`src/rtl/ppr_pkg.sv`:
```
package ppr_pkg;
  // number of partial-product terms in column c of a w x w product
  function automatic int col_height(input int w, input int c);
    return (c < w) ? c + 1 : 2 * w - 1 - c;
  endfunction

  // lowest multiplicand index present in column c
  function automatic int col_base(input int w, input int c);
    return (c < w) ? 0 : c - w + 1;
  endfunction

  function automatic bit col_recoded(input int c, input int lo, input int hi);
    return (c >= lo) && (c <= hi);
  endfunction
endpackage

```
`src/rtl/ppr_pair_recoder.sv`:
```
module ppr_pair_recoder (
  input  logic x_i,
  input  logic y_i,
  output logic both_o,
  output logic either_o
);
  assign both_o   = x_i & y_i;
  assign either_o = x_i | y_i;
endmodule

```
`src/rtl/ppr_column.sv`:
```
module ppr_column #(
  parameter int W   = 16,
  parameter int H   = 1,
  parameter bit REC = 1'b0
) (
  input  logic [H-1:0]   da_i,
  input  logic [H-1:0]   db_i,
  output logic [W-1:0]   ex_o,
  output logic [W/2-1:0] sp_o
);
  localparam int NP   = H / 2;
  localparam bit DIAG = (H % 2) == 1;

  logic [H-1:0] raw;
  assign raw = da_i & db_i;

  if (REC) begin : g_rec
    logic [NP-1:0] and_v;
    logic [NP-1:0] or_v;
    for (genvar p = 0; p < NP; p++) begin : g_pair
      ppr_pair_recoder u_pair (
        .x_i     (raw[p]),
        .y_i     (raw[H-1-p]),
        .both_o  (and_v[p]),
        .either_o(or_v[p])
      );
    end
    always_comb begin
      ex_o          = '0;
      sp_o          = '0;
      ex_o[NP-1:0]  = or_v;
      sp_o[NP-1:0]  = and_v;
      if (DIAG) ex_o[NP] = raw[NP];
    end
  end else begin : g_pass
    always_comb begin
      ex_o         = '0;
      ex_o[H-1:0]  = raw;
    end
    assign sp_o = '0;
  end
endmodule

```
`src/rtl/ppr_recode_unit.sv`:
```
module ppr_recode_unit #(
  parameter int W      = 16,
  parameter int REC_LO = 11,
  parameter int REC_HI = 22,
  localparam int NCOL  = 2 * W - 1
) (
  input  logic [W-1:0]                  op_a,
  input  logic [W-1:0]                  op_b,
  output logic [NCOL-1:0][W-1:0]        exact_cols,
  output logic [NCOL-1:0][W/2-1:0]      spec_cols
);
  import ppr_pkg::*;

  for (genvar c = 0; c < NCOL; c++) begin : g_col
    localparam int H    = col_height(W, c);
    localparam int BASE = col_base(W, c);
    localparam bit REC  = col_recoded(c, REC_LO, REC_HI);

    logic [H-1:0] da;
    logic [H-1:0] db;
    for (genvar k = 0; k < H; k++) begin : g_tap
      assign da[k] = op_a[BASE+k];
      assign db[k] = op_b[c-BASE-k];
    end

    ppr_column #(.W(W), .H(H), .REC(REC)) u_col (
      .da_i(da),
      .db_i(db),
      .ex_o(exact_cols[c]),
      .sp_o(spec_cols[c])
    );
  end
endmodule

```
`config.mk`:
```
export PLATFORM = sky130hd
export DESIGN_NAME = ppr_recode_unit
export DESIGN_NICKNAME = d
export VERILOG_FILES = /design/src/rtl/ppr_pkg.sv /design/src/rtl/ppr_pair_recoder.sv /design/src/rtl/ppr_column.sv /design/src/rtl/ppr_recode_unit.sv
export SDC_FILE = /design/constraint.sdc
export NUM_CORES = 1
export LEC_CHECK = 0
export ABC_AREA = 1
export BUFFER_PORTS_ARGS = -buffer_cell sky130_fd_sc_hd__buf_2
export CORE_AREA = 2 2 303 305
export DETAILED_ROUTE_END_ITERATION = 7
export DIE_AREA = 0 0 305 307
export PLACE_DENSITY = 0.37
export SYNTH_ARGS = -nofsm -noshare
export SYNTH_HDL_FRONTEND = slang
export SYNTH_HIERARCHICAL = 1
export SYNTH_SLANG_ARGS = --single-unit
export TNS_END_PERCENT = 1
```
`constraint.sdc`:
```
create_clock -name vclk -period 0.8
set_input_delay 0.16 -clock vclk [all_inputs]
set_output_delay 0.16 -clock vclk [all_outputs]
set_load 0.005 [all_outputs]
```
### After elaboration in Yosys (flattened, before gate mapping)

Cells that the tools add are included.

| word-level totals | value |
|---|---|
| register bits | 0 |
| bits in latches | 0 |
| memory bits (writable) | 0 |
| memory bits (read-only) | 0 |
| input bits | 32 |
| output and inout bits | 744 |
| memories kept | 0 |

| cells by class | value |
|---|---|
| add/sub/neg operators | 0 |
| multipliers | 0 |
| div/mod/pow operators | 0 |
| magnitude comparators | 0 |
| equal/unequal tests | 0 |
| shift-type cells | 0 |
| muxes and demuxes | 0 |
| bitwise operators | 179 |
| reductions and logical operators | 0 |

Operator list:

| kind | number |
|---|---|
| 1-bit AND | 76 |
| 1-bit bitwise OR | 74 |
| 15-bit AND | 2 |
| 14-bit AND | 2 |
| 13-bit AND | 2 |
| 12-bit AND | 2 |
| 11-bit AND | 2 |
| 10-bit AND | 2 |
| 9-bit AND | 2 |
| 16-bit AND | 1 |
| 8-bit AND | 2 |
| 7-bit AND | 2 |
| 6-bit AND | 2 |
| 5-bit AND | 2 |
| 4-bit AND | 2 |
| 3-bit AND | 2 |
| 2-bit AND | 2 |

### Logic depth before layout (Yosys ltp)

| logic depth | value |
|---|---|
| depth after elaboration | 2 |
| gate-level depth with buffers | 4 |
| depth with buffers taken out | 4 |

### Hierarchy

Netlist, hierarchy kept.

By module, submodules not included:

| module | times used | cells each | area an instance (um2) | seq. area each (um2) |
|---|---|---|---|---|
| ppr_pair_recoder | 74 | 5 | 18.8 | 0.0 |
| ppr_column at g_col[0].u_col ... | 2 | 27 | 191.4 | 0.0 |
| ppr_column at g_col[12].u_col ... | 2 | 39 | 191.4 | 0.0 |
| ppr_column at g_col[14].u_col ... | 2 | 41 | 191.4 | 0.0 |
| ppr_column at g_col[11].u_col ... | 2 | 37 | 183.9 | 0.0 |
| ppr_column at g_col[13].u_col ... | 2 | 39 | 183.9 | 0.0 |
| ppr_column at g_col[1].u_col ... | 2 | 27 | 183.9 | 0.0 |
| ppr_column at g_col[21].u_col ... | 2 | 35 | 183.9 | 0.0 |
| ppr_column at g_col[23].u_col ... | 2 | 33 | 183.9 | 0.0 |
| ppr_column at g_col[24].u_col ... | 2 | 32 | 183.9 | 0.0 |
| ppr_column at g_col[25].u_col ... | 2 | 31 | 183.9 | 0.0 |
| ppr_column at g_col[26].u_col ... | 2 | 30 | 183.9 | 0.0 |
| ppr_column at g_col[27].u_col ... | 2 | 29 | 183.9 | 0.0 |
| ppr_column at g_col[28].u_col ... | 2 | 28 | 183.9 | 0.0 |
| +5 rows | - | - | - | - |

### Worst setup path after synthesis

Ideal clock, no wire load.

| path | value |
|---|---|
| kind | in2out |
| start | input port op_a[0] |
| end | output port exact_cols[0] in the netlist's numbering |
| arrival | 0.349 ns |
| path slack | 0.291 ns |
| stages on the path | 3 |
| path through | nand2_1 inv_1 buf_4 |

| on the way | value |
|---|---|
| cells in the longest elaborated chain, start to end | 1 |

RTL lines:

| element | line | text |
|---|---|---|
| start, declared | ppr_recode_unit.sv:7 | `input logic [W-1:0] op_a,` |
| 1-bit AND | ppr_column.sv:15 | `assign raw = da_i & db_i;` |
| end, declared | ppr_recode_unit.sv:9 | `output logic [NCOL-1:0][W-1:0] exact_cols,` |

Every way passes these cells.

==> impl_results.rst <==
.. list-table::
   :header-rows: 1

   * - Metric
     - Value
   * - Launch instance of the worst min-delay path
     - op_a[5]
   * - Number of cells in the design after placement
     - about 2900
   * - Slew Limit Fails
     - 0
   * - Worst-path maximum fanout
     - 5
   * - Average wire per cell in the routed design
     - roughly 12 um
   * - Post-route worst hold slack
     - just under 0.6 ns
   * - Fmax achieved
     - 1.01 GHz
   * - Average instance area after synthesis
     - 5.07 sq um
   * - Total length of routed wires
     - ~34000 um
   * - Status
     - finished, violations left
   * - Final global-route overflow total
     - 0
   * - Final-layout fill cell count
     - 10800
   * - Min cycle time layout
     - between 0.9 and 1 ns
   * - Routability congestion estimate
     - just under 0.8
   * - Sequential-to-total area share from yosys stat
     - 0%
   * - CP Data Required Time
     - around 0.64 ns
   * - Die extent in x
     - 305 um
   * - Pin count of the biggest net entering global routing
     - 15
   * - Instance count along the most critical hold path
     - 4
   * - Category of the worst setup path launch point
     - input port
   * - Crit share post-route
     - 124%
   * - Wire length of the first global-routing pass
     - between 40000 and 50000 um
   * - Count of clock buffers in the final design
     - 0
   * - Detailed placement HPWL
     - between 20000 and 30000 um
   * - RSZ-0062 raised after global routing
     - true
   * - Number of design-rule violations left by the first detailed-router iteration
     - 212
   * - Kind of path behind the tightest hold check
     - in -> out
   * - Final Util
     - a little under an eighth
   * - Initial antenna violation count
     - 4
   * - Largest delay share family, worst path
     - buffers and inverters
   * - Post-synth cell types
     - 4
   * - Crit-path cells
     - buf_12, buf_12, nand2_4, inv_2, buf_6, inv_4, nand2_4, buf_6
   * - Buffers on Ports
     - 288
   * - Vias in the first global route
     - between 5000 and 6000
   * - Sequential cell count of the final layout
     - 0
   * - Number of remaining DRC errors
     - 0
   * - Register area
     - 0 sq um
   * - Height of the chip
     - between 300 and 400 um
   * - Max-capacitance violation count
     - 0
   * - ANT nets after route
     - 0
   * - Total iterations of the first detailed-routing run
     - 4
   * - Fin nets
     - about 1800
   * - Final hold vios
     - 0
   * - Pwr per Cell Area
     - 457 nW/um^2
   * - Count of mapped cells out of synthesis
     - between 1000 and 1500
   * - Leakage power
     - slightly below 8 nW
   * - Vias after detailed routing
     - between 6000 and 7000
   * - Worst EP arrival
     - 0.83 ns
   * - Routed vias/inst
     - between 2 and 2.5
   * - Number of warning messages in the yosys log
     - 6
   * - I/O pin cnt
     - approximately 780
   * - End of the worst hold path
     - exact_cols[133]
   * - Setup violators final
     - between 200 and 250
   * - Fraction of layout instances using a drive strength above 1
     - 39.9%
   * - Crit path buf inv count
     - 6
   * - Relative area change from synthesis to final layout
     - 50.2%
   * - Min setup slack post-route
     - -0.188 ns
   * - Element type at the critical path end
     - primary output
   * - Total GRT Usage
     - approximately 6.5%
   * - Post-route non-filler standard cell count
     - approximately 2900
   * - Highest-delay cell along the critical path
     - sky130_fd_sc_hd__buf_12
   * - Slowest cell delay on critical path
     - approximately 0.14 ns
   * - Setup CP Type
     - in -> out
   * - Initial Util
     - 7.88%
   * - Worst IR Drop VDD
     - around 0.28 mV
   * - Core Area
     - roughly 90000 sq um
   * - Netlist area before placement
     - about 7200 sq um
   * - Die Area
     - ~94000 sq um
   * - Standard-cell rows
     - 111
   * - Violations in the final reports
     - negative setup slack
## worst max path at each step
stage / from / end / slack, ns / depth (start not counted)
2_1_floorplan: op_a[0] / exact_cols[0] / 0.29 / 3
3_3_place_gp: op_b[8] / exact_cols[179] / -0.37 / 8
3_5_place_dp: op_b[11] / spec_cols[106] / -0.35 / 7
4_1_cts: op_b[8] / exact_cols[179] / -0.19 / 8
5_1_grt: op_b[8] / exact_cols[179] / -0.21 / 8
6_report: op_b[8] / exact_cols[179] / -0.19 / 8
## synthesized netlist by cell type
cell type	count	share of area, %
sky130_fd_sc_hd__buf_4	496	52
sky130_fd_sc_hd__conb_1	31	1.6
sky130_fd_sc_hd__inv_1	478	25
sky130_fd_sc_hd__nand2_1	404	21
## per-layer routing
| layer | routed length, um | part of all wire (%) | track usage [%] | vias up |
|---|---|---|---|---|
| met2 | 15800 | 46 | 11.2 | 448 |
| met1 | 15700 | 45 | 8.78 | 3053 |
| met5 | 0 | 0 | 0 | - |
| met3 | 2430 | 7.0 | 0.682 | 21 |
| li1 | - | - | - | 3452 |
| met4 | 549 | 1.6 | 1.01 | 0 |
## final cells by class
class	count	area, sq um	share of cell area [%]
multi-input cells	892	3890	36.2
repair buffers	383	3550	33.1
inverters	478	1800	16.8
diodes	3	7.51	0.0699
well taps	1186	1480	13.8
## placed cells by master, fill, tap and decap left out, drive strengths merged
cell,Yosys,final
clkbuf,0,2
conb,31,488
nand2,404,404
inv,478,478
diode,0,3
buf,496,381
## cell families (layout without fill, tap and decap cells)
family	Yosys count	count (layout)	synth area share, %
other	31	491	1.63
buffers and inverters	974	861	77.2
AND/OR/NAND/NOR	404	404	21.2
## repair_timing
| item | in CTS | in global routing |
|---|---|---|
| buffers inserted | 4 | 1 |
| cloned | 6 | 2 |
| pin swaps | 27 | 27 |
| endpoints found under the setup margin | 256 | 254 |
| hold buffers | 0 | 0 |
| endpoints found under the hold margin | 0 | 0 |
| gates resized for setup | 301 | 210 |
## where the power goes
part           switching (mW)  leakage [nW]  internal, mW
Clock                       0     0.0000190   0.000000391
Combinational            2.89          7.87          2.01
Sequential                  0             0             0
## through the flow
| step | setup TNS, ns | setup WS [ns] | area, sq um | power (mW) |
|---|---|---|---|---|
| 6_report | -19.66 | -0.188 | 10700 | 4.91 |
| 5_1_grt | -28.07 | -0.214 | 10700 | 5.46 |
| 4_1_cts | -20.78 | -0.194 | 10300 | 4.65 |
| 3_5_place_dp | -43.14 | -0.350 | 9280 | 3.96 |
| 3_3_place_gp | -43.23 | -0.370 | 9280 | 3.98 |
| 2_1_floorplan | 0 | 0.291 | 8870 | 3.26 |
Power figures use the tool's default switching activity.
